**src/rtl/csel_pkg.sv**
```systemverilog
package csel_pkg;

  // option word layout, msb first
  typedef struct packed {
    logic [3:0] ack;     // wait code, fast code or external
    logic [1:0] rw;      // [0] reads allowed, [1] writes allowed
    logic [1:0] space;   // 00 interrupt acknowledge, [0] user, [1] supervisor
    logic       strobe;  // gate select with data strobe
    logic       wide;    // 1 word port, 0 byte port
    logic [2:0] ipl;     // interrupt level, 000 any
    logic       av;      // autovector on interrupt acknowledge
  } opt_t;

  localparam int OPT_W = $bits(opt_t);
  localparam int SZW   = 4;

  localparam logic [3:0] ACK_FAST = 4'hE;
  localparam logic [3:0] ACK_EXT  = 4'hF;
  localparam logic [1:0] SP_IACK  = 2'b00;

  localparam logic [1:0] KIND_BASE = 2'd0;
  localparam logic [1:0] KIND_SIZE = 2'd1;
  localparam logic [1:0] KIND_OPT  = 2'd2;

  localparam logic [2:0] FC_UDATA = 3'b001;
  localparam logic [2:0] FC_UPROG = 3'b010;
  localparam logic [2:0] FC_SDATA = 3'b101;
  localparam logic [2:0] FC_SPROG = 3'b110;
  localparam logic [2:0] FC_IACK  = 3'b111;

endpackage

```
**src/rtl/csel_regs.sv**
```systemverilog
module csel_regs
  import csel_pkg::*;
#(
  parameter int NCH   = 4,
  parameter int BASEW = 13,
  localparam int CHW  = $clog2(NCH)
) (
  input  logic             clk,
  input  logic             rst_n,
  input  logic             cfg_we,
  input  logic [CHW-1:0]   cfg_ch,
  input  logic [1:0]       cfg_kind,
  input  logic [OPT_W-1:0] cfg_data,
  output logic [BASEW-1:0] base_q [NCH],
  output logic [SZW-1:0]   size_q [NCH],
  output opt_t             opt_q  [NCH]
);

  for (genvar g = 0; g < NCH; g++) begin : g_ch
    logic ch_hit, en_base, en_size, en_opt;

    always_comb begin
      ch_hit  = cfg_we && (cfg_ch == CHW'(g));
      en_base = ch_hit && (cfg_kind == KIND_BASE);
      en_size = ch_hit && (cfg_kind == KIND_SIZE);
      en_opt  = ch_hit && (cfg_kind == KIND_OPT);
    end

    always_ff @(posedge clk or negedge rst_n) begin
      if (!rst_n) begin
        base_q[g] <= '0;
        size_q[g] <= '0;
        opt_q[g]  <= '0;
      end else begin
        if (en_base) base_q[g] <= cfg_data[BASEW-1:0];
        if (en_size) size_q[g] <= cfg_data[SZW-1:0];
        if (en_opt)  opt_q[g]  <= opt_t'(cfg_data);
      end
    end
  end

endmodule

```
**src/rtl/csel_match.sv**
```systemverilog
module csel_match
  import csel_pkg::*;
#(
  parameter int BASEW = 13,
  parameter int NSIZE = 10
) (
  input  logic [BASEW-1:0] addr_hi,
  input  logic [2:0]       lvl,
  input  logic             rw,
  input  logic [2:0]       fc,
  input  logic [BASEW-1:0] base,
  input  logic [SZW-1:0]   size,
  input  opt_t             opt,
  output logic             hit
);

  localparam logic [SZW-1:0] SZ_MAX = SZW'(NSIZE - 1);

  logic [SZW-1:0] eff_sz;
  logic           addr_ok, rw_ok, sp_ok, lvl_ok, is_iack, is_user, is_sup, enabled;

  always_comb begin
    eff_sz  = (size > SZ_MAX) ? SZ_MAX : size;
    addr_ok = 1'b1;
    for (int i = 0; i < BASEW; i++) begin
      if (i >= int'(eff_sz) && addr_hi[i] != base[i]) addr_ok = 1'b0;
    end
    is_iack = (fc == FC_IACK);
    is_user = (fc == FC_UDATA) || (fc == FC_UPROG);
    is_sup  = (fc == FC_SDATA) || (fc == FC_SPROG);
    enabled = (opt != '0);
    rw_ok   = rw ? opt.rw[0] : opt.rw[1];
    sp_ok   = (opt.space[0] && is_user) || (opt.space[1] && is_sup);
    lvl_ok  = (opt.ipl == 3'b000) || (opt.ipl == lvl);
    if (opt.space == SP_IACK) hit = enabled && rw_ok && is_iack && lvl_ok;
    else                      hit = enabled && rw_ok && sp_ok && addr_ok;
  end

endmodule

```
**src/rtl/csel_ack.sv**
```systemverilog
module csel_ack
  import csel_pkg::*;
#(
  parameter int NCH  = 4,
  parameter int CNTW = 4
) (
  input  logic           clk,
  input  logic           rst_n,
  input  logic           bus_active,
  input  logic [NCH-1:0] hit,
  input  opt_t           opt [NCH],
  output logic           ack8,
  output logic           ack16,
  output logic           avec
);

  localparam logic [CNTW-1:0] CNT_MAX = '1;

  logic [CNTW-1:0] cnt_q, cnt_d;
  logic [CNTW:0]   tgt;
  opt_t            win;
  logic            found, use_av, done;

  // lowest-numbered internally acknowledged channel wins
  always_comb begin
    found = 1'b0;
    win   = '0;
    for (int i = NCH - 1; i >= 0; i--) begin
      if (hit[i] && opt[i].ack != ACK_EXT) begin
        found = 1'b1;
        win   = opt[i];
      end
    end
    tgt    = (win.ack == ACK_FAST) ? (CNTW+1)'(1) : (CNTW+1)'(win.ack) + (CNTW+1)'(2);
    use_av = win.av && (win.space == SP_IACK);
    done   = bus_active && found && ({1'b0, cnt_q} >= tgt);
    ack8   = done && !use_av && !win.wide;
    ack16  = done && !use_av && win.wide;
    avec   = done && use_av;
  end

  always_comb begin
    if (!bus_active)           cnt_d = '0;
    else if (cnt_q == CNT_MAX) cnt_d = cnt_q;
    else                       cnt_d = cnt_q + 1'b1;
  end

  always_ff @(posedge clk or negedge rst_n) begin
    if (!rst_n) cnt_q <= '0;
    else        cnt_q <= cnt_d;
  end

endmodule

```
**src/rtl/csel_unit.sv**
```systemverilog
module csel_unit
  import csel_pkg::*;
#(
  parameter int NCH      = 4,
  parameter int ADDR_W   = 24,
  parameter int MIN_LOG2 = 11,
  parameter int NSIZE    = 10,
  parameter int CNTW     = 4
) (
  input  logic                    clk,
  input  logic                    rst_n,
  input  logic                    cfg_we,
  input  logic [$clog2(NCH)-1:0]  cfg_ch,
  input  logic [1:0]              cfg_kind,
  input  logic [OPT_W-1:0]        cfg_data,
  input  logic                    bus_active,
  input  logic [ADDR_W-1:0]       addr,
  input  logic                    rw,
  input  logic [2:0]              fc,
  input  logic                    ds,
  output logic [NCH-1:0]          cs,
  output logic                    ack8,
  output logic                    ack16,
  output logic                    avec
);

  localparam int BASEW = ADDR_W - MIN_LOG2;

  logic [1:0]       rs_q;
  logic             rst_int_n;
  logic [BASEW-1:0] base_q [NCH];
  logic [SZW-1:0]   size_q [NCH];
  opt_t             opt_q  [NCH];
  logic [NCH-1:0]   hit;
  logic             unused_addr_bits;

  always_ff @(posedge clk or negedge rst_n) begin
    if (!rst_n) rs_q <= '0;
    else        rs_q <= {rs_q[0], 1'b1};
  end
  assign rst_int_n = rs_q[1];

  assign unused_addr_bits = ^{addr[MIN_LOG2-1:4], addr[0]};

  csel_regs #(.NCH(NCH), .BASEW(BASEW)) u_regs (
    .clk(clk), .rst_n(rst_int_n), .cfg_we(cfg_we), .cfg_ch(cfg_ch),
    .cfg_kind(cfg_kind), .cfg_data(cfg_data),
    .base_q(base_q), .size_q(size_q), .opt_q(opt_q)
  );

  for (genvar g = 0; g < NCH; g++) begin : g_dec
    csel_match #(.BASEW(BASEW), .NSIZE(NSIZE)) u_match (
      .addr_hi(addr[ADDR_W-1:MIN_LOG2]), .lvl(addr[3:1]), .rw(rw), .fc(fc),
      .base(base_q[g]), .size(size_q[g]), .opt(opt_q[g]), .hit(hit[g])
    );
    assign cs[g] = bus_active && hit[g] && (!opt_q[g].strobe || ds);
  end

  csel_ack #(.NCH(NCH), .CNTW(CNTW)) u_ack (
    .clk(clk), .rst_n(rst_int_n), .bus_active(bus_active), .hit(hit),
    .opt(opt_q), .ack8(ack8), .ack16(ack16), .avec(avec)
  );

endmodule

```
**config.mk**
```make
export PLATFORM = sky130hd
export DESIGN_NAME = csel_unit
export DESIGN_NICKNAME = d
export VERILOG_FILES = /design/src/rtl/csel_pkg.sv /design/src/rtl/csel_regs.sv /design/src/rtl/csel_match.sv /design/src/rtl/csel_ack.sv /design/src/rtl/csel_unit.sv
export SDC_FILE = /design/constraint.sdc
export NUM_CORES = 1
export LEC_CHECK = 0
export BUFFER_PORTS_ARGS = -buffer_cell sky130_fd_sc_hd__buf_2
export CAP_MARGIN = 20
export CORE_ASPECT_RATIO = 1.1
export CORE_MARGIN = 5
export CORE_UTILIZATION = 38
export CTS_CLUSTER_DIAMETER = 200
export DETAILED_ROUTE_END_ITERATION = 8
export HOLD_SLACK_MARGIN = 0.12
export SLEW_MARGIN = 30
export SYNTH_ARGS = -nofsm -noshare
export SYNTH_HDL_FRONTEND = slang
export SYNTH_SLANG_ARGS = --single-unit
```
**constraint.sdc**
```tcl
create_clock -name clk -period 4.47 [get_ports clk]
set_clock_uncertainty 0.05 [all_clocks]
set_input_delay 0.447 -clock clk [delete_from_list [all_inputs] [get_ports clk]]
set_output_delay 0.447 -clock clk [all_outputs]
set_load 0.01 [all_outputs]
```
## Yosys cells after proc, flatten, opt, wreduce, memory -nomap -nowiden

Index checks and enable logic that the tools add are counted.
W data, S select, Z words.

- Add/subtract/negate cells: 2
- Multipliers: 0
- Div/mod/pow operators: 0
- Magnitude comparators: 57
- Equal/unequal tests: 73
- Shifts and indexed selects: 0
- Multiplexer cells: 75
- Bitwise operators: 0
- Reduce and logical (&&, ||, !) cells: 150

Operator list:

| operator | count |
|---|---|
| $logic_and A1 B1 Y1 | 115 |
| $ge A4 B4 Y1 const A | 20 |
| $ge A3 B4 Y1 const A | 16 |
| $mux W1 | 64 |
| $mux W14 | 4 |
| $reduce_bool A14 Y1 | 4 |
| $ne A1 B1 Y1 | 52 |
| $ge A1 B4 Y1 const A | 8 |
| $ge A2 B4 Y1 const A | 8 |
| $mux W4 | 6 |
| $gt A4 B4 Y1 const B | 4 |
| $ne A4 B4 Y1 const B | 4 |
| $logic_not A2 Y1 | 7 |
| $logic_or A1 B1 Y1 | 14 |
| $eq A3 B3 Y1 | 4 |
| $logic_not A3 Y1 | 4 |
| $eq A3 B3 Y1 const B | 3 |
| $eq A4 B4 Y1 const B | 2 |
| $eq A2 B2 Y1 const B | 3 |
| $logic_not A1 Y1 | 6 |
| $add A4 B2 Y5 const B | 1 |
| $ge A4 B5 Y1 | 1 |
| $mux W5 | 1 |
| $add A4 B1 Y4 const B | 1 |
| 4 further kinds | 5 |

- Bits in registers: 130
- Latch bits: 0
- Bits in writable memories: 0
- ROM bits: 0
- Bits of input ports: 51
- Word-level logic and storage cells: 395
- Memories kept: 0

## Longest topological paths before layout

- Depth after elaboration: 30
- Mapped depth: 20
- Gate-level depth less buffers: 18

## Cells and area by module

A second synthesis with hierarchy kept.

- Cells, all modules: 585
- Area, all modules: 6947.9 µm²

Modules (own cells, without submodules):

| module | times used | cells each | area an instance (µm²) | seq. area each (µm²) |
|---|---|---|---|---|
| csel_regs | 1 | 280 | 4669.5 | 3103.0 |
| csel_match | 4 | 48 | 349.1 | 0.0 |
| csel_ack | 1 | 101 | 789.5 | 100.1 |
| csel_unit | 1 | 12 | 92.6 | 50.0 |

## Worst setup path before layout

Ideal clock, no wire load.

- Path type: input-to-output
- Start point: input addr[21]
- End point: output ack8
- Arrival: 3730 ps
- Data required time: 3973 ps
- Setup slack: 243 ps
- Stages on the path: 19
- Path through: clkbuf_1 xnor2_1 nand4_2 nor4_4 o311ai_4 a21boi_4 a21oi_1 a211oi_2 and4bb_1 a211o_1 ha_1 nand2b_1 a21o_1 a21o_1 a21oi_1 nor2_1 o41ai_1 or3_1 nor2b_1

- Cells in the longest elaborated chain, start to end: 18
- Elaborated cells between the ends (all ways): 52

Ends and longest elaborated chain:

| element | RTL line | text |
|---|---|---|
| start, declared | csel_unit.sv:17 | `input logic [ADDR_W-1:0] addr,` |
| $ne A1 B1 Y1 | csel_match.sv:26 | `if (i >= int'(eff_sz) && addr_hi[i] != base[i]) addr_ok = 1'b0;` |
| $logic_and A1 B1 Y1 | csel_match.sv:26 |  |
| $mux W1 (3 in series) | csel_match.sv:26 |  |
| $logic_and A1 B1 Y1 | csel_match.sv:36 | `else hit = enabled && rw_ok && sp_ok && addr_ok;` |
| $mux W1 | csel_match.sv:35 | `if (opt.space == SP_IACK) hit = enabled && rw_ok && is_iack && lvl_ok;` |
| $logic_and A1 B1 Y1 | csel_ack.sv:29 | `if (hit[i] && opt[i].ack != ACK_EXT) begin` |
| $mux W14 (4 in series) | csel_ack.sv:29 |  |
| $add A4 B2 Y5 / $eq A4 B4 Y1 (equally long branches) | csel_ack.sv:34 | `tgt = (win.ack == ACK_FAST) ? (CNTW+1)'(1) : (CNTW+1)'(win.ack) + (CNTW+1)'(2);` |
| $mux W5 | csel_ack.sv:34 |  |
| $ge A4 B5 Y1 | csel_ack.sv:36 | `done = bus_active && found && ({1'b0, cnt_q} >= tgt);` |
| $logic_and A1 B1 Y1 | csel_ack.sv:36 |  |
| $logic_and A1 B1 Y1 | csel_ack.sv:37 | `ack8 = done && !use_av && !win.wide;` |
| $logic_and A1 B1 Y1 * | csel_ack.sv:37 |  |
| end, declared | csel_unit.sv:22 | `output logic ack8,` |

Every way passes the cells marked *; elsewhere a longest branch is shown, timed or not.

## Worst setup path after layout

- Start point: register u_regs.base_q[30] in the netlist's numbering
- End point: output ack16

- Cells in the longest elaborated chain, start to end: 22
- Elaborated cells between the ends (all ways): 29

Ends and longest elaborated chain:

| element | RTL line | text |
|---|---|---|
| start, declared | csel_regs.sv:14 | `output logic [BASEW-1:0] base_q [NCH],` |
| start signal, assigned by index | csel_regs.sv:35 | `if (en_base) base_q[g] <= cfg_data[BASEW-1:0];` |
| $ne A1 B1 Y1 * | csel_match.sv:26 |  |
| $logic_and A1 B1 Y1 * | csel_match.sv:26 |  |
| $mux W1 * (9 in series) | csel_match.sv:26 |  |
| $logic_and A1 B1 Y1 * | csel_match.sv:36 |  |
| $mux W1 * | csel_match.sv:35 |  |
| $logic_and A1 B1 Y1 * | csel_ack.sv:29 |  |
| $mux W14 (2 in series) | csel_ack.sv:29 |  |
| $add A4 B2 Y5 / $eq A4 B4 Y1 (equally long branches) | csel_ack.sv:34 |  |
| $mux W5 | csel_ack.sv:34 |  |
| $ge A4 B5 Y1 | csel_ack.sv:36 |  |
| $logic_and A1 B1 Y1 | csel_ack.sv:36 |  |
| $logic_and A1 B1 Y1 | csel_ack.sv:38 | `ack16 = done && !use_av && win.wide;` |
| $logic_and A1 B1 Y1 * | csel_ack.sv:38 |  |
| end, declared | csel_unit.sv:23 | `output logic ack16,` |

Marks and branches as above.

==> impl_metrics.env <==
export IMPL_status="finished, violations left"
export IMPL_violations="negative setup slack"
export IMPL_drc=0
export IMPL_io_buffers=49
export IMPL_coreArea_mm2=0.0182
export IMPL_p_sw_share_pct=28.7
export IMPL_synth_compound_area_share_pct=11.4
export IMPL_syn2layout_area_growth_pct=24.5
export IMPL_fillers=1693
export IMPL_numCtsBuffers=17
export IMPL_ys_ff_latch=130
export IMPL_setup_viol=3
export IMPL_hpwl_mm=13.6
export IMPL_criticalPathCategory="reg2out"
export IMPL_syn_inst=591
export IMPL_io_pins=58
export IMPL_grt_max_degree=71
export IMPL_synthAdderAreaFrac_pct=1.07
export IMPL_async_reset_ff_share_pct=100
export IMPL_gp_congestion=0.853
export IMPL_endpoint_kind="output port"
export IMPL_synth_top_area_share_pct=46.6
export IMPL_cp_required_ns=3.97
export IMPL_internal_power_w=0.00271
export IMPL_die_h_um=152
export IMPL_path_cells="xnor2_2 > o211ai_1 > a21oi_2 > o311ai_4 > a21boi_4 > buf_6 > a311oi_4 > o31a_1 > and4bb_1 > a211o_1 > ha_1 > nand2b_1 > a21o_1 > a21o_1 > a21oi_2 > nor2_2 > o41ai_2 > or3_1 > nor2_1 > buf_2"
export IMPL_synth_warnings=0
export IMPL_worst_ep_arrival_time_ns=4.40
export IMPL_synth_edff_count=0
export IMPL_cts_tree="done"
export IMPL_cpMaxStageDelayCell="o311ai_4"
export IMPL_clockPowerShare_pct=33.8
export IMPL_startpoint_type="register"
export IMPL_final_max_slew_viol_count=0
export IMPL_fmax_ghz=0.204
export IMPL_num_rows=52
export IMPL_maxCapViolCount=0
export IMPL_drt_pre_antenna_iters=4
export IMPL_final_cell_mix="dfrtp_1 (128), mux2_2 (124), buf_4 (66), buf_2 (49), xnor2_1 (43)"
export IMPL_grtUsageTotal_pct=17.5
export IMPL_power_density_mw_per_mm2=437
export IMPL_power_switching_w=0.00109
export IMPL_clkLatencyLatePin_ns=0.42
export IMPL_leakage_nw=3.73
export IMPL_syn_nets=648
export IMPL_synth_flop_cell="dfrtp_1"
export IMPL_tightest_slew_ns=1.01
export IMPL_die_area_mm2=0.0212
export IMPL_drt_total_wl_mm=17.9
export IMPL_cts_root_buf="clkbuf_16"
export IMPL_syn_avg_cell_area_um2=11.8
export IMPL_fin_setup_tns_ns=-1.13
export IMPL_grt_overflow_total=0
export IMPL_synth_top_area_cell="dfrtp_1"
export IMPL_seq_area_frac_synth_pct=46.6
export IMPL_clock_sinks=130
export IMPL_grt_pass1_vias=5478
export IMPL_synth_xor_area_share_pct=7.49
export IMPL_final_common_cell="dfrtp_1"
export IMPL_finalHoldViolations=0
export IMPL_synth_simple_area_share_pct=10.3
export IMPL_comb_power_share_pct=22.0
export IMPL_dp_cells=919
export IMPL_num_vias=5092
export IMPL_cp_slowest_stage_delay_ns=0.44
export IMPL_fin_crit_ns=4.90
export IMPL_synth_distinct_cells=73
export IMPL_wire_per_inst_um=18.6
export IMPL_h_tree_depth=4
export IMPL_synth_mux_area_fraction_pct=20.7
export IMPL_dp_slack_ns=-0.379
export IMPL_synth_top_family_by_area="multiplexers"
export IMPL_pwr_share_seq_pct=44.1
export IMPL_regArea_mm2=0.00326
export IMPL_dieWidth_um=139
export IMPL_critical_path_max_fanout=3
export IMPL_synth_area_mm2=0.00699
export IMPL_postRouteAntennaNets=0
export IMPL_clk_path_buf_depth=2
export IMPL_start_util_pct=38.4
export IMPL_first_iter_violations=190
export IMPL_ir_worst_vdd_v=0.000240
export IMPL_fin_nets=762
export IMPL_multi_input_area_mm2=0.00373
export IMPL_fin_cells=960
export IMPL_fin_crit_sh_pct=110
export IMPL_path_clk_slew_ns=0.05
export IMPL_hold_class="reg2async"
export IMPL_grt_pass1_wl_mm=29.5
export IMPL_vias_per_cell=5.30
export IMPL_grt_antenna_before_repair=1
export IMPL_rsz0062_at_grt="true"
export IMPL_ys_top_cells_by_area="dfrtp_1 (47%), mux2_2 (20%), xnor2_1 (6.0%), nor2_1 (1.7%), o21ai_0 (1.6%)"
export IMPL_fin_ws_ns=-0.428
export IMPL_slew_headroom_pct=32.6
export IMPL_drive_gt1_share_pct=45.0
path summary, 6_finish.rpt:
check | slack (ns) | to | depth (start not counted) | from
worst max-delay path | -0.43 | ack16 | 20 | u_regs.base_q[30]$_DFFE_PN0P_
worst min-delay path | 0.20 | u_regs.base_q[35]$_DFFE_PN0P_ | 0 | rs_q[1]$_DFF_PN0_
worst max register to register | 3.13 | u_regs.opt_q[17]$_DFFE_PN0P_ | 2 | rs_q[1]$_DFF_PN0_
worst min register to register | 0.20 | u_regs.base_q[35]$_DFFE_PN0P_ | 0 | rs_q[1]$_DFF_PN0_
max in group asynchronous | 3.13 | u_regs.opt_q[17]$_DFFE_PN0P_ | 2 | rs_q[1]$_DFF_PN0_
min in group clk | 0.25 | u_ack.cnt_q[2]$_DFFE_PN0P_ | 3 | bus_active
power groups by stage:
stage | clock (W) | sequential (W) | combinational (W)
floorplan | 0 | 0.00164 | 0.000565
global placement | 0 | 0.00168 | 0.000763
detailed placement | 0 | 0.00170 | 0.000793
CTS | 0.00131 | 0.00168 | 0.000817
global route | 0.00137 | 0.00172 | 0.000918
finish | 0.00129 | 0.00168 | 0.000838
synth_stat cells, types with 7 or more instances:
master,instances
o211ai_1,7
xor2_1,8
dfrtp_1,130
mux2_2,124
a21oi_1,17
nor2_1,31
inv_1,9
nand2_1,20
nand3_1,13
nand2b_1,10
xnor2_1,48
nor3_1,8
nand4_1,11
o21ai_0,22
clkbuf_1,13
cells by family (layout without fill, tap and decap cells):
family                   after synthesis  in the layout
AO/OA/AOI/OAI                        104            104
XOR/XNOR                              58             58
adder cells (fa/ha/maj)                6              6
buffers and inverters                 35            160
flip-flops                           130            130
multiplexers                         129            129
other                                  1              2
AND/OR/NAND/NOR                      128            128
per-stage QoR:
| stage | hold WS (ns) | total power (W) | instance area (um^2) | utilization (%) |
|---|---|---|---|---|
| after floorplan | 0.101 | 0.00221 | 6990 | - |
| after global placement | 0.182 | 0.00244 | 7870 | 43.2 |
| after detailed placement | 0.186 | 0.00249 | 7870 | 43.2 |
| after CTS | 0.238 | 0.00382 | 8550 | 46.9 |
| after global routing | 0.241 | 0.00401 | 8700 | 47.8 |
| final | 0.204 | 0.00381 | 8700 | 47.8 |
layout make-up:
class / instances / share of cell area [%]
sequential: 130 / 37.4
timing repair buffer: 121 / 9.38
tap: 243 / 3.49
clock inverter: 4 / 0.259
multi-input combinational: 426 / 42.9
antenna: 1 / 0.0288
clock buffer: 26 / 6.08
inverter: 9 / 0.388
sequential cells by signal, summed over array words and instances (netlist names):
register / flops
u_regs.opt_q: 56
rs_q: 2
u_ack.cnt_q: 4
u_regs.size_q: 16
u_regs.base_q: 52
layer usage:
layer  share of wire, %  track usage (%)  vias up
met5                  0                0        -
met4                2.3             6.38        0
met3                2.4             3.20       30
met2                 51             30.2       68
met1                 44             22.0     2584
li1                   -                -     2410
worst max-delay path: cells and delay by family, from the launching register on:
family                     cells  cell delay, ns
DFF                            1            0.40
adders and majority gates      1            0.27
xor gates and xnor gates       1            0.16
buffers and inverters          2            0.28
AOI/OAI and AO/OA             11            1.94
and+or+nand+nor                5            0.93
repair_timing:
action                                 4_1_cts  5_1_grt
hold buffers                                 1        0
pin swaps                                   10       11
resized for setup                           16       21
endpoints found under the hold margin        2        0
buffers inserted                             4        5
setup endpoints to repair                    3        3
(Power assumes the default switching activity.)
